===== src/rtl/cfg_seq_pkg.sv =====
package cfg_seq_pkg;

    localparam int WORD_W = 32;
    localparam int CRC_W  = 32;
    localparam int MODE_W = 2;

    localparam logic [CRC_W-1:0] CRC_POLY = 32'h04C1_1DB7;
    localparam logic [CRC_W-1:0] CRC_SEED = 32'hFFFF_FFFF;

    typedef enum logic [2:0] {
        ST_PWR_WAIT,
        ST_CLEAR,
        ST_INIT_WAIT,
        ST_MODE_SAMPLE,
        ST_LOAD,
        ST_CRC_CHECK,
        ST_DONE,
        ST_ERROR
    } seq_state_t;

    // Shift one data word into the CRC register, most significant bit first.
    function automatic logic [CRC_W-1:0] crc_fold(input logic [CRC_W-1:0] crc_in,
                                                  input logic [WORD_W-1:0] word);
        logic [CRC_W-1:0] c;
        logic             fb;
        c = crc_in;
        for (int i = WORD_W - 1; i >= 0; i--) begin
            fb = c[CRC_W-1] ^ word[i];
            c  = {c[CRC_W-2:0], 1'b0};
            if (fb) begin
                c = c ^ CRC_POLY;
            end
        end
        return c;
    endfunction

endpackage


===== src/rtl/cfg_prog_filter.sv =====
module cfg_prog_filter #(
    parameter int SYNC_STAGES = 2,
    parameter int MIN_LOW     = 2
) (
    input  logic clk,
    input  logic rst_n,
    input  logic req_n_async,
    output logic req_hold
);
    localparam int CHAIN = SYNC_STAGES + MIN_LOW - 1;

    logic [CHAIN-1:0] chain_q;

    // Stage 0 samples the pin; each later stage delays the previous one.
    always_ff @(posedge clk or negedge rst_n) begin
        if (!rst_n) begin
            chain_q <= '1;
        end else begin
            chain_q <= {chain_q[CHAIN-2:0], req_n_async};
        end
    end

    // Request accepted when the last MIN_LOW synchronised samples are all low.
    assign req_hold = ~|chain_q[CHAIN-1 -: MIN_LOW];

endmodule


===== src/rtl/cfg_clear_sweep.sv =====
module cfg_clear_sweep #(
    parameter int DEPTH = 16
) (
    input  logic clk,
    input  logic rst_n,
    input  logic active,
    input  logic restart,
    output logic last
);
    localparam int AW = (DEPTH > 1) ? $clog2(DEPTH) : 1;
    localparam logic [AW-1:0] LAST_ADDR = AW'(DEPTH - 1);

    logic [AW-1:0] addr_q;

    assign last = active && (addr_q == LAST_ADDR);

    always_ff @(posedge clk or negedge rst_n) begin
        if (!rst_n) begin
            addr_q <= '0;
        end else if (active && !restart && !last) begin
            addr_q <= addr_q + AW'(1);
        end else begin
            addr_q <= '0;
        end
    end

endmodule


===== src/rtl/cfg_crc_acc.sv =====
module cfg_crc_acc
    import cfg_seq_pkg::*;
(
    input  logic              clk,
    input  logic              rst_n,
    input  logic              seed_load,
    input  logic              fold_en,
    input  logic [WORD_W-1:0] word,
    output logic [CRC_W-1:0]  crc
);
    logic [CRC_W-1:0] crc_q;

    always_ff @(posedge clk or negedge rst_n) begin
        if (!rst_n) begin
            crc_q <= CRC_SEED;
        end else if (seed_load) begin
            crc_q <= CRC_SEED;
        end else if (fold_en) begin
            crc_q <= crc_fold(crc_q, word);
        end
    end

    assign crc = crc_q;

endmodule


===== src/rtl/cfg_load_seq.sv =====
module cfg_load_seq
    import cfg_seq_pkg::*;
#(
    parameter int CLEAR_DEPTH      = 16,
    parameter int PROG_SYNC_STAGES = 2,
    parameter int PROG_MIN_LOW     = 2
) (
    input  logic              clk,
    input  logic              rst_n,
    input  logic              pwr_core_ok,
    input  logic              pwr_aux_ok,
    input  logic              pwr_io_ok,
    input  logic              prog_req_n,
    input  logic              init_in,
    output logic              init_drive_low,
    input  logic [MODE_W-1:0] mode_sel,
    input  logic [WORD_W-1:0] cfg_data,
    input  logic              cfg_valid,
    input  logic              cfg_last,
    output logic              done,
    output logic              user_clk_en,
    output logic              io_tristate,
    output logic              io_pullup,
    output logic [MODE_W-1:0] load_mode
);

    seq_state_t        state_q, state_d;
    logic              pwr_all;
    logic              prog_hold;
    logic              sweep_last;
    logic [CRC_W-1:0]  crc_now;
    logic [WORD_W-1:0] expect_q;
    logic [MODE_W-1:0] mode_q;
    logic              word_fold;
    logic              word_final;

    assign pwr_all    = pwr_core_ok & pwr_aux_ok & pwr_io_ok;
    assign word_fold  = (state_q == ST_LOAD) && cfg_valid && !cfg_last;
    assign word_final = (state_q == ST_LOAD) && cfg_valid && cfg_last;

    cfg_prog_filter #(
        .SYNC_STAGES (PROG_SYNC_STAGES),
        .MIN_LOW     (PROG_MIN_LOW)
    ) prog_filt_i (
        .clk         (clk),
        .rst_n       (rst_n),
        .req_n_async (prog_req_n),
        .req_hold    (prog_hold)
    );

    cfg_clear_sweep #(
        .DEPTH   (CLEAR_DEPTH)
    ) sweep_i (
        .clk     (clk),
        .rst_n   (rst_n),
        .active  (state_q == ST_CLEAR),
        .restart (prog_hold),
        .last    (sweep_last)
    );

    cfg_crc_acc crc_i (
        .clk       (clk),
        .rst_n     (rst_n),
        .seed_load (state_q == ST_MODE_SAMPLE),
        .fold_en   (word_fold),
        .word      (cfg_data),
        .crc       (crc_now)
    );

    // State register.
    always_ff @(posedge clk or negedge rst_n) begin
        if (!rst_n) begin
            state_q <= ST_PWR_WAIT;
        end else begin
            state_q <= state_d;
        end
    end

    // Next-state logic: supply loss first, then program restart, then the flow.
    always_comb begin
        state_d = state_q;
        if (!pwr_all) begin
            state_d = ST_PWR_WAIT;
        end else if (prog_hold && (state_q != ST_PWR_WAIT)) begin
            state_d = ST_CLEAR;
        end else begin
            unique case (state_q)
                ST_PWR_WAIT:    state_d = ST_CLEAR;
                ST_CLEAR:       if (sweep_last) state_d = ST_INIT_WAIT;
                ST_INIT_WAIT:   if (init_in) state_d = ST_MODE_SAMPLE;
                ST_MODE_SAMPLE: state_d = ST_LOAD;
                ST_LOAD:        if (word_final) state_d = ST_CRC_CHECK;
                ST_CRC_CHECK:   state_d = (crc_now == expect_q) ? ST_DONE : ST_ERROR;
                ST_DONE:        state_d = ST_DONE;
                ST_ERROR:       state_d = ST_ERROR;
                default:        state_d = ST_PWR_WAIT;
            endcase
        end
    end

    // Data registers captured in particular states.
    always_ff @(posedge clk or negedge rst_n) begin
        if (!rst_n) begin
            mode_q   <= '0;
            expect_q <= '0;
        end else begin
            if (state_q == ST_MODE_SAMPLE) begin
                mode_q <= mode_sel;
            end
            if (word_final) begin
                expect_q <= cfg_data;
            end
        end
    end

    // Outputs, decoded from the state.
    always_comb begin
        done           = 1'b0;
        init_drive_low = 1'b0;
        unique case (state_q)
            ST_PWR_WAIT,
            ST_CLEAR,
            ST_ERROR:       init_drive_low = 1'b1;
            ST_DONE:        done = 1'b1;
            ST_INIT_WAIT,
            ST_MODE_SAMPLE,
            ST_LOAD,
            ST_CRC_CHECK:   init_drive_low = 1'b0;
            default:        init_drive_low = 1'b1;
        endcase
        user_clk_en = done;
        io_tristate = !done;
        io_pullup   = !done;
        load_mode   = mode_q;
    end

endmodule


===== config.mk =====
export PLATFORM = sky130hd
export DESIGN_NAME = cfg_load_seq
export DESIGN_NICKNAME = d
export VERILOG_FILES = /design/src/rtl/cfg_seq_pkg.sv /design/src/rtl/cfg_prog_filter.sv /design/src/rtl/cfg_clear_sweep.sv /design/src/rtl/cfg_crc_acc.sv /design/src/rtl/cfg_load_seq.sv
export SDC_FILE = /design/constraint.sdc
export NUM_CORES = 1
export LEC_CHECK = 0
export BUFFER_PORTS_ARGS = -buffer_cell sky130_fd_sc_hd__buf_2
export CORE_MARGIN = 1.5
export CORE_UTILIZATION = 33
export CTS_CLUSTER_SIZE = 24
export DETAILED_ROUTE_END_ITERATION = 16
export GPL_ROUTABILITY_DRIVEN = 0
export PLACE_DENSITY = 0.52
export SLEW_MARGIN = 15
export SYNTH_ARGS = -nofsm -noshare
export SYNTH_HDL_FRONTEND = slang
export SYNTH_SLANG_ARGS = --single-unit

===== constraint.sdc =====
create_clock -name clk -period 3.5 [get_ports clk]
set_input_delay 0.35 -clock clk [delete_from_list [all_inputs] [get_ports clk]]
set_output_delay 0.35 -clock clk [all_outputs]
set_load 0.005 [all_outputs]

; ---- After elaboration in Yosys (flattened, before gate mapping)
; Index checks and enable logic that the tools add are counted.
[word_totals]
reg_bits = 76
latch_bits = 0
ram_bits = 0
mem_bits_ro = 0
memories = 0
[op_classes]
n_addsub = 1
multipliers = 0
n_div = 0
order_cmp = 0
n_eq_ne = 12
shift = 0
mux = 106
bitwise_logic = 66
reduce_logical = 17
[op_table]
columns = operator, count
row1 = 2-to-1 mux 32 bit, 64
row2 = 2-to-1 mux 27 bit, 32
row3 = inverter 14 bit, 32
row4 = == test 32 bit, 1
row5 = bitwise XOR 1 bit, 32
row6 = one-hot mux 3 bit (8 select lines), 1
row7 = 2-to-1 mux 3 bit, 5
row8 = == test 3 bit (second input constant), 4
row9 = != test 4 bit (second input constant), 2
row10 = logical AND 1 bit, 7
row11 = == test 3 x 2 -> 1 bit (second input constant), 2
row12 = adder 4 x 1 -> 4 bit (second input constant), 1
row13 = == test 4 bit (second input constant), 1
row14 = logical NOT 1 bit, 4
row15 = 2-to-1 mux 4 bit, 1
row16 = != test 4 x 3 -> 1 bit (second input constant), 1
row17 = == test 3 x 1 -> 1 bit (second input constant), 1
row18 = logical NOT 3 bit, 1
row19 = 2-to-1 mux 1 bit, 3
row20 = AND reduction 3 bit, 1
row21 = nonzero test 3 bit, 1
row22 = OR reduction 3 bit, 1
row23 = AND 1 bit, 2
row24 = nonzero test 2 bit, 1
row25 = OR reduction 2 bit, 1

; ---- Longest topological paths before layout
[depth]
depth_word = 129
depth_mapped = 11
mapped_depth_nobuf = 10

; ---- Cells and area by module
; Synthesis repeated with hierarchy kept, for this count alone.
[hier_totals]
hier_cells = 569
hier_area_um2 = 6718.9
[by_module_without_submodules]
columns = module, n_inst, cells_each, area_per_inst_um2, seq_area_each_um2
row1 = cfg_crc_acc, 1, 396, 4560.6, 840.8
row2 = cfg_load_seq, 1, 152, 1884.3, 925.9
row3 = cfg_clear_sweep, 1, 17, 191.4, 100.1
row4 = cfg_prog_filter, 1, 4, 82.6, 78.8

; ---- Worst setup path after synthesis
; Ideal clock, no wire load.
[synth_path]
path_kind = reg2reg
from = register crc_i.crc_q[27], in the netlist crc_i.crc[27]
to = register crc_i.crc_q[16], in the netlist crc_i.crc[16]
setup_time_ns = 0.082
arrival_time_ns = 3.645
setup_slack_ns = -0.226
path_stages_with_launch = 11
period_less_slack_ns = 3.726
path_cell_list = dfstp_2 xor2_1 xnor3_1 xnor2_1 xnor2_2 xnor3_2 xnor2_4 xnor2_1 xnor3_1 xnor2_1 a211o_1
[synth_between]
elab_chain_cells = 98
[synth_rtl]
columns = element, line
row1 = from (decl), cfg_crc_acc.sv:11  ; logic [CRC_W-1:0] crc_q;
row2 = from (signal assigned), cfg_crc_acc.sv:19  ; crc_q <= crc_fold(crc_q, word);
row3 = 2-to-1 mux 32 bit (*), cfg_crc_acc.sv:18  ; end else if (fold_en) begin
row4 = 2-to-1 mux 32 bit (*), cfg_crc_acc.sv:16  ; end else if (seed_load) begin
row5 = 2-to-1 mux 32 bit (*), cfg_crc_acc.sv:18
row6 = 2-to-1 mux 32 bit (*), cfg_crc_acc.sv:16
row7 = 2-to-1 mux 32 bit (*), cfg_crc_acc.sv:18
row8 = 2-to-1 mux 32 bit (*), cfg_crc_acc.sv:16
row9 = 2-to-1 mux 32 bit (*), cfg_crc_acc.sv:18
row10 = 2-to-1 mux 32 bit (*), cfg_crc_acc.sv:16
row11 = [82 not listed], --
row12 = 2-to-1 mux 32 bit (*), cfg_crc_acc.sv:16
row13 = 2-to-1 mux 27 bit / 2-to-1 mux 32 bit (equally long branches), "cfg_seq_pkg.sv:30, cfg_crc_acc.sv:16"
row14 = 2-to-1 mux 32 bit (*), cfg_crc_acc.sv:18
row15 = 2-to-1 mux 32 bit (*), cfg_crc_acc.sv:16
row16 = inverter 14 bit (no source line) / bitwise XOR 1 bit (equally long branches), --
row17 = 2-to-1 mux 27 bit (*), cfg_seq_pkg.sv:30  ; if (fb) begin
row18 = 2-to-1 mux 32 bit (*), cfg_crc_acc.sv:18
row19 = 2-to-1 mux 32 bit (*), cfg_crc_acc.sv:16
; Every way passes the cells marked *; elsewhere a longest branch is shown, timed or not. The select of a mux whose other input is x is not followed.
; A chain may end at the register's enable or synchronous reset.

; ---- Worst setup path in the final report
[layout_path]
from = register crc_i.crc_q[22], in the netlist crc_i.crc[22]
to = register crc_i.crc_q[17], in the netlist crc_i.crc[17]
[layout_between]
elab_chain_cells = 99
[layout_rtl]
columns = element, line
row1 = inverter 14 bit (no source line), --
row2 = 2-to-1 mux 27 bit (*), cfg_seq_pkg.sv:30
row3 = 2-to-1 mux 32 bit (*), cfg_crc_acc.sv:18
row4 = 2-to-1 mux 32 bit (*), cfg_crc_acc.sv:16
row5 = 2-to-1 mux 27 bit (*), cfg_seq_pkg.sv:30
row6 = 2-to-1 mux 32 bit (*), cfg_crc_acc.sv:18
row7 = 2-to-1 mux 32 bit (*), cfg_crc_acc.sv:16
row8 = 2-to-1 mux 27 bit (*), cfg_seq_pkg.sv:30
row9 = [83 not listed], --
row10 = 2-to-1 mux 32 bit (*), cfg_crc_acc.sv:16
row11 = inverter 14 bit (no source line), --
row12 = 2-to-1 mux 27 bit (*), cfg_seq_pkg.sv:30
row13 = 2-to-1 mux 32 bit (*), cfg_crc_acc.sv:18
row14 = 2-to-1 mux 32 bit (*), cfg_crc_acc.sv:16
row15 = 2-to-1 mux 27 bit (*), cfg_seq_pkg.sv:30
row16 = 2-to-1 mux 32 bit (*), cfg_crc_acc.sv:18
row17 = 2-to-1 mux 32 bit (*), cfg_crc_acc.sv:16
; Marks and branches as above.

==> flow_summary.json <==
{
  "grt_max_degree": 54,
  "postSynthCellCount": 547,
  "die_h_um": 142.6,
  "final_max_slew_viol_count": 0,
  "placed_area_mm2": 0.007938,
  "synth_fp_nets": 591,
  "synthDistinctLibCells": 41,
  "clkLatencyLatePin_ps": 330,
  "dieWidth_um": 142.6,
  "root_buffer": "clkbuf_16",
  "instances_no_fill": 1001,
  "met3_usage_pct": 2.624,
  "layout_common_cells": "xnor2_1 (140), buf_4 (132), xor2_1 (57), buf_2 (48), dfrtp_1 (41)",
  "max_slew_margin_pct": 36.55,
  "synth-edff-count": 0,
  "initial_utilization_pct": 34.03,
  "antenna_cells": 0,
  "grtUsageTotal_pct": 18.42,
  "grt_pass1_wl_um": 27620,
  "fin_ws_ps": -106.6,
  "maxCapViolCount": 0,
  "yosys.area_share.adder_pct": 0.1946,
  "cts-buffers-inserted": 9,
  "ios": 50,
  "postRouteAntennaNets": 0,
  "final_layout_size_suffix_gt1_share_pct": 50.47,
  "first_pass_iters": 5,
  "clk_pin_slew_worst_paths_ps": 60,
  "ctsHoldBuffers": 0,
  "netlist_area_mm2": 0.006430,
  "failed_checks": "negative setup slack",
  "finalCritPeriodShare_pct": 103.0,
  "grt_setup_unrepaired": "true",
  "clkSinkCount": 76,
  "finalHoldViolations": 0,
  "synth_top_family_by_area": "XOR/XNOR gates",
  "syn_avg_cell_area_um2": 11.75,
  "gr-max-usage-layer": "met2",
  "design_area_mm2": 0.008946,
  "wire_per_inst_um": 18.25,
  "antenna_found_initial": 0,
  "dpl.cell_count": 960,
  "worstPathRequired_ps": 3750,
  "ys_warn_count": 0,
  "yosys.area_share.simple_pct": 5.565,
  "synth_seq_cells": 76,
  "drcViolationCount": 0,
  "hp-class": "in -> async",
  "critPathLaunchType": "flip-flop",
  "routed_wirelength_um": 18270,
  "worst_clock_skew_ps": 11.11,
  "synth_xor_area_share_pct": 52.81,
  "seq_area_frac_synth_pct": 30.26,
  "pre_cts_ws_ps": -146.2,
  "synthMuxAreaShare_pct": 5.760,
  "htree_levels": 3,
  "final_nets": 780,
  "worstSetupPathType": "reg -> reg",
  "grt.met2_usage_pct": 29.82,
  "finalSetupTns_ps": -256.6,
  "end_kind": "flip-flop",
  "portBuffers": 49,
  "rows": 50,
  "crit_arrival_ps": 3850,
  "clock_path_buffers": 2,
  "viasPerCell": 4.554,
  "layout_commonest_cell": "xnor2_1",
  "grt_pass1_vias": 4800,
  "async_reset_ff_share_pct": 100.0,
  "dieArea_mm2": 0.02033,
  "dr.first_iter.drc_count": 198,
  "setup_viol": 6,
  "ys.flop_type": "dfrtp_1",
  "synth_compound_area_share_pct": 3.892,
  "fin_crit_ps": 3607,
  "max_freq_mhz": 277.3,
  "grt_use_met1_pct": 26.09,
  "area_growth_pct": 39.13,
  "overflow": 0,
  "run_status": "finished, violations left",
  "critPathMaxFanout": 6,
  "core_area_mm2": 0.01889,
  "hpwl_um": 14560,
  "cts_tree": "done",
  "worst_pin_slew_ps": 943.1,
  "dr_total_vias": 4559
}
-- Yosys cell counts, drive strengths merged, types with 2 or more instances --
cell | count | area share [%]
nand4 | 4 | 0.39
nor3 | 27 | 2.1
dfstp | 35 | 14
nor2 | 13 | 0.76
a21oi | 30 | 2.3
a211oi | 2 | 0.23
mux2 | 32 | 5.6
inv | 6 | 0.35
xnor2 | 191 | 30
xnor3 | 26 | 9.2
nand2 | 12 | 0.70
dfrtp | 41 | 16
o22ai | 2 | 0.19
nand3 | 4 | 0.31
or2 | 2 | 0.19
xor3 | 6 | 2.2
nor4 | 7 | 0.68
xor2 | 75 | 11
clkbuf | 13 | 0.76
buf | 3 | 0.41
o21ai | 3 | 0.23
o21bai | 2 | 0.23
-- sequential cells by signal, summed over array words and instances (netlist names) --
signal               cells
state_q                  3
crc_i.crc               32
expect_q                32
prog_filt_i.chain_q      3
sweep_i.addr_q           4
load_mode                2
-- cell type report --
class	instances	area [µm²]
Timing Repair Buffer	194	1436
Clock buffer	10	239.0
Fill cell	1761	9947
Tap cell	260	325.3
Sequential cell	76	1946
Multi-Input combinational cell	449	4883
Inverter	6	22.52
Clock inverter	6	93.84
-- logic make-up (layout without fill, tap and decap cells) --
logic type	after synthesis	count (layout)
XOR/XNOR	298	298
flip-flops	76	76
buffers and inverters	22	216
AND/OR/NAND/NOR	73	73
multiplexers	33	33
AO/OA/AOI/OAI	44	44
adder cells (fa/ha/maj)	1	1
-- per-layer routing --
layer  vias to the layer above  part of all wire, %
met1                      2260                   47
met5                         -                    0
met4                         0                  1.2
li1                       2193                    -
met3                        17                  3.5
met2                        89                   48
-- path summary, 6_finish.rpt --
kind	start	end	slack [ps]	cells after the start
hold reg to reg	prog_filt_i.chain_q[0]$_DFF_PN1_	prog_filt_i.chain_q[1]$_DFF_PN1_	360	0
hold / removal	rst_n	expect_q[19]$_DFFE_PN0P_	40	1
min in group clk	prog_req_n	prog_filt_i.chain_q[0]$_DFF_PN1_	110	1
setup reg to reg	crc_i.crc[22]$_DFFE_PN1P_	crc_i.crc[17]$_DFFE_PN1P_	-110	13
setup / recovery	crc_i.crc[22]$_DFFE_PN1P_	crc_i.crc[17]$_DFFE_PN1P_	-110	13
max in group asynchronous	rst_n	crc_i.crc[2]$_DFFE_PN1P_	2600	2
-- stage by stage --
| stage | hold WS [ps] | utilization (%) |
|---|---|---|
| global placement | 345.7 | 42.01 |
| finish | 43.02 | 47.35 |
| CTS | 76.71 | 44.30 |
| floorplan | 54.41 | - |
| detailed placement | 347.2 | 42.01 |
| global route | 97.69 | 47.35 |
-- what timing repair did --
action	in CTS	in global routing
pin swaps	0	48
buffers inserted	1	24
resized for setup	13	60
endpoints found under the hold margin	0	0
setup endpoints to repair	12	25
-- worst max-delay path: stages (launching register included) --
cell	delay [ps]
dfstp_2	560
xor2_2	150
buf_6	140
xor3_2	480
buf_12	170
xnor2_4	170
xnor3_2	310
xnor2_2	260
xor3_2	420
xnor2_2	170
xnor2_1	140
xnor2_1	300
buf_4	170
a21oi_1	70
Power is not shown: default switching activity piles up to over one toggle a cycle in this logic, so the estimate is an artifact.
